### config.mk
export PLATFORM = sky130hd
export DESIGN_NAME = ref_prediv
export DESIGN_NICKNAME = d
export VERILOG_FILES = /design/src/rtl/prediv_pkg.sv /design/src/rtl/prediv_stage.sv /design/src/rtl/prediv_divreg.sv /design/src/rtl/prediv_chan.sv /design/src/rtl/ref_prediv.sv
export SDC_FILE = /design/constraint.sdc
export NUM_CORES = 1
export LEC_CHECK = 0
export CORE_MARGIN = 1
export CORE_UTILIZATION = 38
export CTS_BUF_LIST = sky130_fd_sc_hd__clkbuf_8
export DETAILED_ROUTE_END_ITERATION = 10
export DONT_BUFFER_PORTS = 1
export SYNTH_ARGS = -nofsm -noshare
export SYNTH_HDL_FRONTEND = slang
export SYNTH_SLANG_ARGS = --single-unit
### constraint.sdc
create_clock -name clk -period 3 [get_ports clk]
set_clock_uncertainty 0.1 [all_clocks]
set_input_delay 0.45 -clock clk [delete_from_list [all_inputs] [get_ports clk]]
set_output_delay 0.45 -clock clk [all_outputs]
set_load 0.05 [all_outputs]
### src/rtl/prediv_pkg.sv
package prediv_pkg;

  // Register addresses of the divisor write port
  localparam logic [1:0] RA_CHSEL = 2'd0;
  localparam logic [1:0] RA_LOW   = 2'd1;
  localparam logic [1:0] RA_HIGH  = 2'd2;

  // Fast prescaler select codes
  localparam logic [1:0] HF_DIV4 = 2'b01;
  localparam logic [1:0] HF_DIV5 = 2'b10;

  // Frequency codes that request whole-chain bypass
  localparam logic [3:0] FC_8K = 4'h0;
  localparam logic [3:0] FC_4K = 4'h1;
  localparam logic [3:0] FC_2K = 4'h2;

  function automatic logic is_low_rate(input logic [3:0] code);
    return (code == FC_8K) || (code == FC_4K) || (code == FC_2K);
  endfunction

endpackage

### src/rtl/prediv_stage.sv
// Down-counting pulse divider; reload value is sampled only at terminal count.
module prediv_stage #(
  parameter int CNT_W = 15
) (
  input  logic             clk,
  input  logic             rst,
  input  logic             en,
  input  logic             tick_in,
  input  logic [CNT_W-1:0] reload,
  output logic             tick_out
);

  logic [CNT_W-1:0] cnt_q;
  logic             at_zero;

  assign at_zero  = (cnt_q == '0);
  assign tick_out = en & tick_in & at_zero;

  always_ff @(posedge clk) begin
    if (rst) begin
      cnt_q <= '0;
    end else if (!en) begin
      cnt_q <= '0;
    end else if (tick_in) begin
      cnt_q <= at_zero ? reload : cnt_q - 1'b1;
    end
  end

endmodule

### src/rtl/prediv_divreg.sv
// Indirect divisor store: select, low byte, then high byte commits.
module prediv_divreg
  import prediv_pkg::*;
#(
  parameter int NUM_CH = 6,
  parameter int DIV_W  = 15,
  parameter int SEL_W  = 4
) (
  input  logic                          clk,
  input  logic                          rst,
  input  logic                          wr_en,
  input  logic [1:0]                    wr_addr,
  input  logic [7:0]                    wr_data,
  output logic [SEL_W-1:0]              sel_q,
  output logic [NUM_CH-1:0][DIV_W-1:0]  div_q
);

  localparam int HI_W = DIV_W - 8;

  logic [7:0]       lo_q;
  logic [DIV_W-1:0] mem_q [NUM_CH];
  logic             commit;
  logic             unused_bits;

  assign commit      = wr_en && (wr_addr == RA_HIGH);
  assign unused_bits = ^{wr_data[7:HI_W], wr_data[7:SEL_W]};

  always_ff @(posedge clk) begin
    if (rst) begin
      sel_q <= '0;
      lo_q  <= '0;
    end else if (wr_en) begin
      if (wr_addr == RA_CHSEL) sel_q <= wr_data[SEL_W-1:0];
      if (wr_addr == RA_LOW)   lo_q  <= wr_data;
    end
  end

  always_ff @(posedge clk) begin
    for (int c = 0; c < NUM_CH; c++) begin
      if (rst) begin
        mem_q[c] <= '0;
      end else if (commit && (sel_q == SEL_W'(c))) begin
        mem_q[c] <= {wr_data[HI_W-1:0], lo_q};
      end
    end
  end

  for (genvar c = 0; c < NUM_CH; c++) begin : g_out
    assign div_q[c] = mem_q[c];
  end

endmodule

### src/rtl/prediv_chan.sv
// One channel: edge pick, optional prescaler, divider, 8 kHz stage, output register.
module prediv_chan
  import prediv_pkg::*;
#(
  parameter int DIV_W     = 15,
  parameter int LK_W      = 16,
  parameter bit HAS_HF    = 1'b0,
  parameter bit FIXED_8K  = 1'b0,
  parameter int LK_RELOAD = 0
) (
  input  logic             clk,
  input  logic             rst,
  input  logic             in_lvl,
  input  logic [3:0]       freq_code,
  input  logic [1:0]       hf_sel,
  input  logic             use_divn,
  input  logic             use_lock,
  input  logic             invert,
  input  logic [DIV_W-1:0] div_val,
  output logic             tick_out
);

  logic lvl_q;
  logic rise, fall;
  logic auto_byp, byp_tick, chain_in;
  logic hf_on, hf_div_tick, hf_tick;
  logic dv_tick, lk_tick, path_tick;

  always_ff @(posedge clk) begin
    if (rst) lvl_q <= 1'b0;
    else     lvl_q <= in_lvl;
  end

  assign rise     = in_lvl & ~lvl_q;
  assign fall     = ~in_lvl & lvl_q;
  assign auto_byp = FIXED_8K | is_low_rate(freq_code);
  assign byp_tick = invert ? fall : rise;
  assign chain_in = rise & ~auto_byp;

  assign hf_on = HAS_HF && ((hf_sel == HF_DIV4) || (hf_sel == HF_DIV5));

  if (HAS_HF) begin : g_hf
    logic [2:0] hf_reload;
    assign hf_reload = (hf_sel == HF_DIV5) ? 3'd4 : 3'd3;
    prediv_stage #(.CNT_W(3)) u_hf (
      .clk      (clk),
      .rst      (rst),
      .en       (hf_on & ~auto_byp),
      .tick_in  (chain_in),
      .reload   (hf_reload),
      .tick_out (hf_div_tick)
    );
  end else begin : g_no_hf
    assign hf_div_tick = 1'b0;
  end

  assign hf_tick = hf_on ? hf_div_tick : chain_in;

  prediv_stage #(.CNT_W(DIV_W)) u_divn (
    .clk      (clk),
    .rst      (rst),
    .en       (use_divn & ~auto_byp),
    .tick_in  (hf_tick),
    .reload   (div_val),
    .tick_out (dv_tick)
  );

  prediv_stage #(.CNT_W(LK_W)) u_lock (
    .clk      (clk),
    .rst      (rst),
    .en       (use_lock & ~use_divn & ~auto_byp),
    .tick_in  (hf_tick),
    .reload   (LK_W'(LK_RELOAD)),
    .tick_out (lk_tick)
  );

  assign path_tick = use_divn ? dv_tick : (use_lock ? lk_tick : hf_tick);

  always_ff @(posedge clk) begin
    if (rst) tick_out <= 1'b0;
    else     tick_out <= auto_byp ? byp_tick : path_tick;
  end

endmodule

### src/rtl/ref_prediv.sv
module ref_prediv
  import prediv_pkg::*;
#(
  parameter int          NUM_CH    = 6,
  parameter int          NUM_FIXED = 2,
  parameter int          DIV_W     = 15,
  parameter int          SEL_W     = 4,
  parameter int          LK_W      = 16,
  parameter int          HF_CH_A   = 4,
  parameter int          HF_CH_B   = 5,
  parameter int unsigned LK_KHZ [NUM_CH] = '{8, 8, 24, 48, 32, 40}
) (
  input  logic                    clk,
  input  logic                    rst,
  input  logic [NUM_CH-1:0]       in_clk,
  input  logic [NUM_CH-1:0][3:0]  freq_code,
  input  logic [1:0]              hf_sel_a,
  input  logic [1:0]              hf_sel_b,
  input  logic [NUM_CH-1:0]       use_divn,
  input  logic [NUM_CH-1:0]       use_lock,
  input  logic [NUM_CH-1:0]       invert,
  input  logic                    wr_en,
  input  logic [1:0]              wr_addr,
  input  logic [7:0]              wr_data,
  output logic [NUM_CH-1:0]       out_pulse
);

  logic [SEL_W-1:0]             sel_q;
  logic [NUM_CH-1:0][DIV_W-1:0] div_q;

  prediv_divreg #(
    .NUM_CH (NUM_CH),
    .DIV_W  (DIV_W),
    .SEL_W  (SEL_W)
  ) u_divreg (
    .clk     (clk),
    .rst     (rst),
    .wr_en   (wr_en),
    .wr_addr (wr_addr),
    .wr_data (wr_data),
    .sel_q   (sel_q),
    .div_q   (div_q)
  );

  for (genvar c = 0; c < NUM_CH; c++) begin : g_ch
    localparam bit HAS_HF = (c == HF_CH_A) || (c == HF_CH_B);
    localparam bit FIXED  = (c < NUM_FIXED);
    localparam int RELOAD = int'(LK_KHZ[c] / 8) - 1;

    logic [1:0] ch_hf_sel;
    assign ch_hf_sel = (c == HF_CH_A) ? hf_sel_a :
                       (c == HF_CH_B) ? hf_sel_b : 2'b00;

    prediv_chan #(
      .DIV_W     (DIV_W),
      .LK_W      (LK_W),
      .HAS_HF    (HAS_HF),
      .FIXED_8K  (FIXED),
      .LK_RELOAD (RELOAD)
    ) u_chan (
      .clk       (clk),
      .rst       (rst),
      .in_lvl    (in_clk[c]),
      .freq_code (freq_code[c]),
      .hf_sel    (ch_hf_sel),
      .use_divn  (use_divn[c]),
      .use_lock  (use_lock[c]),
      .invert    (invert[c]),
      .div_val   (div_q[c]),
      .tick_out  (out_pulse[c])
    );
  end

endmodule

==> flow_summary.toml <==
[status]
status = "complete, but fails checks"
violations = "DRC"

[synth]
synthTopCellsByArea = "dfxtp_1, edfxtp_1, nor2_1"
synth_top_cell_area_share_pct = 30.0
synth_warnings = 0
synthCells = 1120
syn_avg_cell_area_um2 = 9.17
synth_top_flop_cell = "dfxtp_1"
yosysUniqueCellTypes = 71
synthArstFlopShare_pct = 0
synth_area_um2 = 10300
synth-edff-count = 60
synth_nets = 1201
netlist.top_cell.by_area = "dfxtp_1"
seq_area_frac_synth_pct = 47.6
ys_ff_latch = 214

[critical_path]
crit_arrival_ns = 2.77
crit_path_start_kind = "flip-flop"
required_ns = 3.29
end_kind = "flip-flop"
r2r_cells = 7
crit_type = "reg -> reg"
crit_path_max_fanout = 14

[clock_tree]
clk_latency_ns = 0.53
post_cts_buffers = 0
cts_resized = 0
clkSlewWorstSetupHoldPaths_ns = 0.06
hold_buffers = 21
cts_tree = "yes"
h-tree-depth = 2
cts-root-buf = "clkbuf_8"
clock_sinks = 214
cts_inserted_buffers = 40
clk_path_buf_depth = 3

[floorplanning]
core_area_um2 = 26300
start_util_pct = 39.1
die_area_um2 = 27700
top_level_ports = 71
die_x_um = 166
die_y_um = 166
rows = 59

[power]
power_leakage_nw = 4.41
power_density_nw_per_um2 = 620
ir_drop_uv = 261

[grt]
antenna_found_initial = 2
grt_max_degree = 24
grt_pass1_wl_um = 38500
grt_overflow = 0
grt_pass1_vias = 7701
grtUsageTotal_pct = 16.9

[flow_run]
drv_cap = 0

[routing]
drc = 6
via_count = 8172
wl_per_cell_um = 15.3
routed_via_density = 5.33
drtAntennaViolNets = 0
drt_iter0_markers = 401
firstDrtPassIters = 7
finalWirelength_um = 23500

[min_path]
min_path_cells = 1
hp-class = "in -> reg"

[timing]
tns_ns = 0
setup_viol = 0
tightest_slew_ns = 0.820
max-slew-margin-rel_pct = 45.2
max_clock_freq_ghz = 0.403
rsz0062_at_grt = "no"
fin_crit_ns = 2.48
finalCritPeriodShare_pct = 82.6
slew_viol_final = 0
hold_ws_ns = 0.0299
hold_violations = 0

[place]
gp_congestion = 0.854
dp_hpwl_um = 15400
portBuffers = 0

[final_layout]
area_growth_pct = 14.1
register_area_um2 = 4880
drive_gt1_share_pct = 9.20
nNetsFinal = 1245
multiInputGateArea_um2 = 5060
fill_cells = 2539
-- critical path: stages (launching register included) --
cell,delay [ns]
dfxtp_1,0.35
inv_1,0.07
ha_1,0.17
or3b_2,0.57
or4_4,0.67
o21ai_0,0.20
mux2_2,0.17
nor2_1,0.03
-- layer usage --
layer | up-vias | GRT usage, % | wire length (um)
li1 | 4175 | - | -
met1 | 3822 | 21.8 | 11200
met2 | 133 | 27.6 | 10800
met3 | 40 | 3.98 | 1040
met4 | 2 | 5.60 | 462
met5 | - | 0 | 13
-- Yosys cell counts (3+ instances only) --
master and n:
dfxtp_1 154, nor2_1 142, nand2_1 77, and2_1 66, a21oi_1 60, edfxtp_1 60
nor3_1 51, inv_1 37, o21ai_0 37, nand3_1 31, xnor2_1 29, clkbuf_1 28
nor4_1 28, mux2i_1 22, a211oi_1 21, xor2_1 20, nand4_1 17, or4_1 17
ha_1 16, or3_1 16, nand2b_1 15, nor2b_1 15, nand3b_1 14, o22ai_1 10
a31oi_1 9, mux2_2 7, nor4b_1 7, o41ai_1 7, a311oi_1 6, buf_2 6
buf_4 6, nand4b_1 6, nor3b_1 6, o31ai_1 6, a211o_1 5, o211ai_1 5
and4_1 4, o21bai_1 4, o32ai_1 4, or2_2 4, a21o_1 3, o2111ai_1 3
or3b_2 3
-- cells in the final DEF (no fill, tap or decap), types with 28 or more instances in the layout --
cell        n
nor4_1     28
inv_1      45
dfxtp_1   154
xnor2_1    29
o21ai_0    37
nand2_1    77
a21oi_1    60
clkbuf_8   46
nand3_1    31
nor3_1     51
and2_1     66
edfxtp_1   60
nor2_1    142
-- registers in the layout (all words and copies together) (netlist names) --
register,flops
u_divreg.sel_q,4
u_divreg.lo_q,8
g_ch.u_chan.tick_out,6
g_ch.u_chan.u_divn.cnt_q,60
g_ch.u_chan.g_hf.u_hf.cnt_q,6
u_divreg.mem_q,60
g_ch.u_chan.lvl_q,6
g_ch.u_chan.u_lock.cnt_q,64
-- final cells by class --
type | instances | area share, %
Inverter | 37 | 1.19
Antenna cell | 2 | 0.0427
Tap cell | 335 | 3.58
Clock buffer | 46 | 5.40
Multi-Input combinational cell | 826 | 43.1
Sequential cell | 214 | 41.7
Clock inverter | 28 | 1.55
Timing Repair Buffer | 45 | 3.42
-- power by group --
part | total [mW] | switching [mW] | internal (mW)
combinational | 1.24 | 0.744 | 0.495
sequential | 3.18 | 0.110 | 3.07
clock | 2.84 | 1.26 | 1.58
total | 7.27 | 2.11 | 5.15
-- through the flow --
stage	setup WS [ns]	area (um^2)	power [mW]	cells	utilization, %
after global placement	0.573	10700	4.42	1436	40.6
final	0.522	11700	7.27	1533	44.6
after global routing	0.366	11700	7.68	1532	44.6
after detailed placement	0.529	10700	4.44	1436	40.6
after floorplan	0.632	10300	4.18	1120	-
after CTS	0.510	11700	7.36	1531	44.6
-- final timing paths --
check / start / end / slack [ns]
setup / recovery: g_ch[3].u_chan.u_divn.cnt_q[0]$_SDFFE_PP0N_ / g_ch[3].u_chan.u_divn.cnt_q[4]$_SDFFE_PP0N_ / 0.52
hold / removal: wr_data[6] / u_divreg.mem_q[1][14]$_SDFFCE_PN0P_ / 0.03
setup reg to reg: g_ch[3].u_chan.u_divn.cnt_q[0]$_SDFFE_PP0N_ / g_ch[3].u_chan.u_divn.cnt_q[4]$_SDFFE_PP0N_ / 0.52
hold reg to reg: g_ch[3].u_chan.u_lock.cnt_q[5]$_SDFFE_PP0N_ / g_ch[3].u_chan.u_lock.cnt_q[5]$_SDFFE_PP0N_ / 0.36
-- kinds of logic (layout without fill, tap and decap cells) --
kind of cell,count (synthesis),count (layout),synth area share (%)
AO/OA/AOI/OAI,200,200,12.6
AND/OR/NAND/NOR,532,532,27.5
buffers and inverters,80,156,3.29
other,0,2,0
adder cells (fa/ha/maj),16,16,1.95
flip-flops,214,214,47.6
multiplexers,29,29,2.91
XOR/XNOR,49,49,4.18
(Power assumes the default switching activity.)
